===== src/rtl/rtg_pkg.sv =====
package rtg_pkg;
  localparam int NUM_AXES = 2;
  localparam int AXIS_H   = 0;
  localparam int AXIS_V   = 1;

  typedef enum logic [1:0] {
    PH_SYNC,
    PH_BACK,
    PH_ACTIVE,
    PH_FRONT
  } phase_e;
endpackage


===== src/rtl/rtg_cfg.sv =====
// Per-axis configuration: shadow set loaded on capture, working set loaded on apply.
module rtg_cfg #(
  parameter int CNT_W = 12
) (
  input  logic             clk_i,
  input  logic             rst_ni,
  input  logic             capture_i,
  input  logic             apply_i,
  input  logic [CNT_W-1:0] sync_len_i,
  input  logic [CNT_W-1:0] back_i,
  input  logic [CNT_W-1:0] active_i,
  input  logic [CNT_W-1:0] front_i,
  output logic [CNT_W-1:0] last_o,
  output logic [CNT_W-1:0] sync_end_o,
  output logic [CNT_W-1:0] blank_end_o,
  output logic [CNT_W-1:0] blank_start_o
);
  localparam logic [CNT_W-1:0] ONE = CNT_W'(1);

  logic [CNT_W-1:0] d_last, d_sync_end, d_blank_end, d_blank_start;
  logic [CNT_W-1:0] sh_last, sh_sync_end, sh_blank_end, sh_blank_start;

  // Positions are derived cumulatively from the sync start at 0.
  always_comb begin
    d_sync_end    = sync_len_i - ONE;
    d_blank_end   = d_sync_end + back_i;
    d_blank_start = d_blank_end + active_i;
    d_last        = d_blank_start + front_i;
  end

  always_ff @(posedge clk_i or negedge rst_ni) begin
    if (!rst_ni) begin
      sh_last        <= '0;
      sh_sync_end    <= '0;
      sh_blank_end   <= '0;
      sh_blank_start <= '0;
    end else if (capture_i) begin
      sh_last        <= d_last;
      sh_sync_end    <= d_sync_end;
      sh_blank_end   <= d_blank_end;
      sh_blank_start <= d_blank_start;
    end
  end

  always_ff @(posedge clk_i or negedge rst_ni) begin
    if (!rst_ni) begin
      last_o        <= '0;
      sync_end_o    <= '0;
      blank_end_o   <= '0;
      blank_start_o <= '0;
    end else if (apply_i) begin
      last_o        <= sh_last;
      sync_end_o    <= sh_sync_end;
      blank_end_o   <= sh_blank_end;
      blank_start_o <= sh_blank_start;
    end
  end

  AST_ORDERED: assert property (@(posedge clk_i) disable iff (!rst_ni)
    (blank_end_o >= sync_end_o) || (last_o == '0)) else $error("phase order");
endmodule


===== src/rtl/rtg_axis.sv =====
// One axis position counter with phase decode.
module rtg_axis #(
  parameter int CNT_W = 12
) (
  input  logic              clk_i,
  input  logic              rst_ni,
  input  logic              run_i,
  input  logic              step_i,
  input  logic              restart_i,
  input  logic [CNT_W-1:0]  last_i,
  input  logic [CNT_W-1:0]  sync_end_i,
  input  logic [CNT_W-1:0]  blank_end_i,
  input  logic [CNT_W-1:0]  blank_start_i,
  output logic [CNT_W-1:0]  cnt_o,
  output logic              wrap_o,
  output rtg_pkg::phase_e   phase_o
);
  import rtg_pkg::*;

  localparam logic [CNT_W-1:0] ONE = CNT_W'(1);

  logic at_last;

  assign at_last = (cnt_o == last_i);
  assign wrap_o  = step_i && at_last;

  always_ff @(posedge clk_i or negedge rst_ni) begin
    if (!rst_ni)        cnt_o <= '0;
    else if (restart_i) cnt_o <= '0;
    else if (step_i)    cnt_o <= at_last ? '0 : cnt_o + ONE;
  end

  always_comb begin
    if (cnt_o <= sync_end_i)         phase_o = PH_SYNC;
    else if (cnt_o <= blank_end_i)   phase_o = PH_BACK;
    else if (cnt_o <= blank_start_i) phase_o = PH_ACTIVE;
    else                             phase_o = PH_FRONT;
  end

  AST_WRAP_ZERO: assert property (@(posedge clk_i) disable iff (!rst_ni)
    (step_i && !restart_i && at_last) |=> (cnt_o == '0)) else $error("wrap");
  AST_NO_OVERFLOW: assert property (@(posedge clk_i) disable iff (!rst_ni)
    run_i |-> (cnt_o <= last_i)) else $error("overflow");
  AST_HOLD: assert property (@(posedge clk_i) disable iff (!rst_ni)
    (!step_i && !restart_i) |=> $stable(cnt_o)) else $error("hold");
endmodule


===== src/rtl/raster_timing_gen.sv =====
module raster_timing_gen #(
  parameter int CNT_W = 12
) (
  input  logic             clk_i,
  input  logic             rst_ni,
  input  logic             update_i,
  input  logic [CNT_W-1:0] h_sync_len_i,
  input  logic [CNT_W-1:0] h_back_porch_i,
  input  logic [CNT_W-1:0] h_active_i,
  input  logic [CNT_W-1:0] h_front_porch_i,
  input  logic [CNT_W-1:0] v_sync_len_i,
  input  logic [CNT_W-1:0] v_back_porch_i,
  input  logic [CNT_W-1:0] v_active_i,
  input  logic [CNT_W-1:0] v_front_porch_i,
  output logic             hsync_no,
  output logic             vsync_no,
  output logic             blank_o,
  output logic             active_o,
  output logic             frame_start_o,
  output logic [CNT_W-1:0] h_count_o,
  output logic [CNT_W-1:0] v_count_o
);
  import rtg_pkg::*;

  logic [NUM_AXES-1:0][CNT_W-1:0] cfg_sync, cfg_back, cfg_act, cfg_front;
  logic [NUM_AXES-1:0][CNT_W-1:0] ax_last, ax_sync_end, ax_blank_end, ax_blank_start;
  logic [NUM_AXES-1:0][CNT_W-1:0] ax_cnt;
  logic [NUM_AXES-1:0]            ax_step, ax_wrap;
  phase_e                         ax_phase [NUM_AXES];

  logic update_q, pending_q, run_q;
  logic capture, apply, frame_end;

  assign cfg_sync[AXIS_H]  = h_sync_len_i;
  assign cfg_back[AXIS_H]  = h_back_porch_i;
  assign cfg_act[AXIS_H]   = h_active_i;
  assign cfg_front[AXIS_H] = h_front_porch_i;
  assign cfg_sync[AXIS_V]  = v_sync_len_i;
  assign cfg_back[AXIS_V]  = v_back_porch_i;
  assign cfg_act[AXIS_V]   = v_active_i;
  assign cfg_front[AXIS_V] = v_front_porch_i;

  assign capture   = update_i && !update_q;
  assign frame_end = ax_wrap[AXIS_V];
  assign apply     = pending_q && (!run_q || frame_end);

  assign ax_step[AXIS_H] = run_q;
  assign ax_step[AXIS_V] = ax_wrap[AXIS_H];

  always_ff @(posedge clk_i or negedge rst_ni) begin
    if (!rst_ni) begin
      update_q  <= 1'b0;
      pending_q <= 1'b0;
      run_q     <= 1'b0;
    end else begin
      update_q <= update_i;
      if (capture)    pending_q <= 1'b1;
      else if (apply) pending_q <= 1'b0;
      if (apply)      run_q <= 1'b1;
    end
  end

  for (genvar a = 0; a < NUM_AXES; a++) begin : g_axis
    rtg_cfg #(.CNT_W(CNT_W)) cfg_i (
      .clk_i        (clk_i),
      .rst_ni       (rst_ni),
      .capture_i    (capture),
      .apply_i      (apply),
      .sync_len_i   (cfg_sync[a]),
      .back_i       (cfg_back[a]),
      .active_i     (cfg_act[a]),
      .front_i      (cfg_front[a]),
      .last_o       (ax_last[a]),
      .sync_end_o   (ax_sync_end[a]),
      .blank_end_o  (ax_blank_end[a]),
      .blank_start_o(ax_blank_start[a])
    );

    rtg_axis #(.CNT_W(CNT_W)) cnt_i (
      .clk_i        (clk_i),
      .rst_ni       (rst_ni),
      .run_i        (run_q),
      .step_i       (ax_step[a]),
      .restart_i    (apply),
      .last_i       (ax_last[a]),
      .sync_end_i   (ax_sync_end[a]),
      .blank_end_i  (ax_blank_end[a]),
      .blank_start_i(ax_blank_start[a]),
      .cnt_o        (ax_cnt[a]),
      .wrap_o       (ax_wrap[a]),
      .phase_o      (ax_phase[a])
    );
  end

  assign h_count_o     = ax_cnt[AXIS_H];
  assign v_count_o     = ax_cnt[AXIS_V];
  assign hsync_no      = !(run_q && ax_phase[AXIS_H] == PH_SYNC);
  assign vsync_no      = !(run_q && ax_phase[AXIS_V] == PH_SYNC);
  assign active_o      = run_q && ax_phase[AXIS_H] == PH_ACTIVE && ax_phase[AXIS_V] == PH_ACTIVE;
  assign blank_o       = !active_o;
  assign frame_start_o = run_q && ax_cnt[AXIS_H] == '0 && ax_cnt[AXIS_V] == '0;

  AST_IDLE_OUT: assert property (@(posedge clk_i) disable iff (!rst_ni)
    !run_q |-> (hsync_no && vsync_no && blank_o && !frame_start_o)) else $error("idle");
  AST_SYNC_BLANKED: assert property (@(posedge clk_i) disable iff (!rst_ni)
    (!hsync_no || !vsync_no) |-> blank_o) else $error("sync in active");
  AST_FS_ONE_CYCLE: assert property (@(posedge clk_i) disable iff (!rst_ni)
    (frame_start_o && ax_last[AXIS_H] != '0) |=> !frame_start_o) else $error("fs width");
  AST_CFG_FRAME_ONLY: assert property (@(posedge clk_i) disable iff (!rst_ni)
    (run_q && !frame_end) |=> ($stable(ax_last) && $stable(ax_blank_start))) else $error("torn frame");
  AST_START_LATENCY: assert property (@(posedge clk_i) disable iff (!rst_ni)
    (capture && !run_q) |=> ##1 frame_start_o) else $error("start");
endmodule


===== config.mk =====
export PLATFORM = sky130hd
export DESIGN_NAME = raster_timing_gen
export DESIGN_NICKNAME = d
export VERILOG_FILES = /design/src/rtl/rtg_pkg.sv /design/src/rtl/rtg_cfg.sv /design/src/rtl/rtg_axis.sv /design/src/rtl/raster_timing_gen.sv
export SDC_FILE = /design/constraint.sdc
export NUM_CORES = 1
export LEC_CHECK = 0
export CORE_AREA = 10 10 188 190
export DETAILED_ROUTE_END_ITERATION = 10
export DIE_AREA = 0 0 198 200
export DONT_BUFFER_PORTS = 1
export HOLD_SLACK_MARGIN = 0.05
export SLEW_MARGIN = 15
export SYNTH_ARGS = -nofsm -noshare
export SYNTH_HDL_FRONTEND = slang
export SYNTH_SLANG_ARGS = --single-unit

===== constraint.sdc =====
create_clock -name clk_i -period 3.55 [get_ports clk_i]
set_input_delay 0.8875 -clock clk_i [delete_from_list [all_inputs] [get_ports clk_i]]
set_output_delay 0.8875 -clock clk_i [all_outputs]
set_load 0.005 [all_outputs]

==> flow_summary.yaml <==
yosys:
  synthDominantAreaCellType: "dfrtp_1"
  yosys_warnings: 0
  netlist_top_cells_area: "dfrtp_1, ha_1, nand2_1"
  syn_area_mm2: 0.0140
  synth-edff-count: 0
  simple_gate_area_share_of_the_yosys_netlist: 0.147
  ys_seq_area_frac: 0.391
  post_synthesis_mux_area_share: 0.0938
  synthDistinctLibCells: 68
  yosys.area_share.xor_xnor: 0.0657
  synth_top_family_by_area: "simple AND/OR/NAND/NOR gates"
  syn-instance-count: 1430
  ys_ff_latch: 219
  synth_compound_area_frac: 0.120
  syn_avg_cell_area_um2: 9.81
  mappedNetlistNets: 1681
  synth_top_flop_cell: "dfrtp_1"
  netlist.area_leader.share: 0.391
  synth_async_sr_flop_share: 1.00
  post_synthesis_adder_cell_area_fraction: 0.139
sta:
  setup_violations: 19
  clock_skew_ns: 0.0183
  achievable-frequency_mhz: 215
  layout_worst_path_cycle_share: 1.31
  post-route-worst-setup-slack_ns: -1.09
  timing.final.crit_period_ns: 4.64
  slew_headroom: 0.466
  final_max_slew_viol_count: 0
  unrepaired_setup_endpoints_after_global_routing: "true"
  hold_viol: 0
  worst-slew-pin-transition_ns: 0.799
  timing.setup.tns_ns: -8.00
worst_setup_path:
  cp_data_arrival_time_ns: 5.03
  rr_worst_depth: 9
  rrSetupSlack_ns: 0.73
  worst-endpoint-required_ns: 3.94
  critical_path_cell_with_the_highest_stage_delay: "xor2_2"
  crit_fanout: 4
  end_kind: "flip-flop"
  largest_incremental_delay_on_the_critical_path_ns: 0.24
  critPathMostFrequentCell: "buf_4"
  crit_type: "input port to flip-flop"
  worstSetupStartpointType: "input port"
global_routing:
  grt.met2_usage: 0.316
  grt_usage: 0.200
  grt_most_used_layer: "met2"
  grt_use_met3: 0.0442
  gr-total-overflow: 0
  use_met1: 0.279
  grt_first_pass_wirelength_um: 63200
  grt_pass1_vias: 11600
  grt_max_degree: 212
  grt_antenna_before_repair: 0
clock_tree:
  worst_skew_pair.late_latency_ns: 0.53
  clock_pin_slew_on_the_worst_setup_and_hold_paths_ns: 0.06
  cts.sinks: 219
  tritoncts: "yes"
  clock_tree.htree_level_count: 1
  numCtsBuffers: 25
  cell_at_the_root_of_the_clock_tree: "clkbuf_16"
  cts-root-to-sink-buffers: 3
placement:
  place_hpwl_um: 29200
  place.port_buffers: 0
  dp_worst_setup_slack_ns: -1.50
  gpl.final_weighted_congestion: 0.838
  placedInstanceArea_mm2: 0.0163
  dp.cells: 2020
finish:
  drive_gt1_frac: 0.373
  design_area_mm2: 0.0189
  antennaDiodeCount: 0
  syn2layout_area_growth_pct: 34.9
  layout.filler_cells: 2529
  mostFrequentLayoutCell: "buf_4"
  net_total_in_the_final_layout: 1974
  stdcell_count: 2141
  mostFrequentLayoutCells: "buf_4, nand2_1, dfrtp_1, ha_1, inv_1"
job:
  maxCapViolations: 0
routing:
  post-route-drc-count: 0
  detail_route.first_pass.iterations: 5
  drt_first_iter_violations: 599
  vias_per_cell: 5.31
  drt-total-wl_um: 41000
  route.detailed.wl_per_inst_um: 19.1
  routed-via-count: 11400
  final_antenna_net_count: 0
die:
  core.rowCount: 65
  core_area_mm2: 0.0314
  dieHeight_um: 200
  initial_utilization: 0.447
  num_io_pins: 128
  die-width_um: 198
  fp.dieArea_mm2: 0.0396
pwr:
  power.density_cell_area_mw_per_mm2: 619
  power.static_leakage_uw: 0.00945
  worst_ir_drop_vdd_mv: 0.329
worst_hold_path:
  min-delay-path-class: "input port to async pin"
run_status:
  violations_in_the_final_reports: "setup timing"
  outcome: "finished, violations left"
==> logic make-up after synthesis <==
kind of cell,after synthesis
AO/OA/AOI/OAI,270
XOR/XNOR,102
adder cells (fa/ha/maj),152
buffers and inverters,151
flip-flops,219
multiplexers,104
AND/OR/NAND/NOR,432
==> flip-flops by register name, indices dropped and copies added, names as in the netlist, 24 cells and up <==
register / cells
g_axis.cfg_i.blank_start_o: 24
g_axis.cnt_i.cnt_o: 24
g_axis.cfg_i.sh_blank_end: 24
g_axis.cfg_i.sh_sync_end: 24
g_axis.cfg_i.sync_end_o: 24
g_axis.cfg_i.sh_blank_start: 24
g_axis.cfg_i.blank_end_o: 24
g_axis.cfg_i.last_o: 24
g_axis.cfg_i.sh_last: 24
==> critical path, delay by kind of cell <==
kind | cells | cell delay, ns
compound gates | 7 | 1.12
xor+xnor | 2 | 0.42
fa+ha+maj | 3 | 0.64
buf+inv | 15 | 1.80
simple gates | 1 | 0.16
==> cells in the mapped netlist (5+ instances only) <==
cell	instances
xor2_1	55
nor2_1	48
inv_1	112
buf_1	7
buf_2	6
a21oi_1	52
nand2_1	222
nand3_1	22
o31ai_1	10
buf_6	5
and3_1	8
mux2_4	40
a211oi_1	8
fa_1	6
dfrtp_1	219
xnor2_1	45
a21o_1	36
a21boi_0	5
o21bai_1	10
nand2b_1	22
nor4_1	12
clkbuf_1	21
o21a_1	12
nand4_1	20
ha_1	146
nor2b_1	15
nor3_1	23
o21ai_0	98
mux2_2	60
a31oi_1	6
nor3b_1	10
==> timing repair <==
action / CTS / global route
gates cloned: 1 / 1
hold endpoints to repair: 9 / 0
endpoints found under the setup margin: 19 / 26
hold buffers: 1 / 0
gates resized for setup: 133 / 121
setup buffers: 63 / 26
pin swaps: 95 / 102
==> area by class of cell <==
| class | count | area, um^2 | share of cell area |
|---|---|---|---|
| inverters | 112 | 460 | 0.0243 |
| clock buffers | 35 | 713 | 0.0377 |
| clock inverters | 8 | 75.1 | 0.00397 |
| repair buffers | 305 | 2390 | 0.126 |
| multi-input cells | 1060 | 9290 | 0.491 |
| flip-flops and latches | 219 | 5490 | 0.290 |
| well taps | 402 | 503 | 0.0266 |
==> per-stage QoR <==
step | hold slack [ns] | util | total power, uW
floorplan | 0.442 | - | 6190
global placement | 0.456 | 0.519 | 7920
detailed placement | 0.462 | 0.519 | 8060
CTS | 0.0548 | 0.578 | 11200
global route | 0.0589 | 0.603 | 12500
finish | 0.0814 | 0.603 | 11700
==> where the power goes <==
group	switching (uW)	total (uW)	internal (uW)
registers	467	3580	3110
logic	2570	5630	3060
clock network	1040	2510	1470
==> routing by layer <==
metal	wire length, um	share of wire
met5	0	0
met4	669	0.016
met3	2530	0.062
met2	18400	0.45
met1	19300	0.47
==> worst paths after layout <==
kind	endpoint	from
max	g_axis[1].cfg_i.sh_blank_start[8]	v_sync_len_i[0]
min	g_axis[0].cfg_i.sh_sync_end[6]	rst_ni
max reg2reg	g_axis[1].cfg_i.blank_start_o[1]	g_axis[0].cnt_i.cnt_o[11]
min reg2reg	g_axis[0].cfg_i.sh_blank_end[4]	g_axis[0].cfg_i.sh_blank_end[4]
max in group asynchronous	g_axis[0].cfg_i.sh_blank_start[10]	rst_ni
min in group clk_i	update_q	update_i
(Power assumes the default switching activity.)
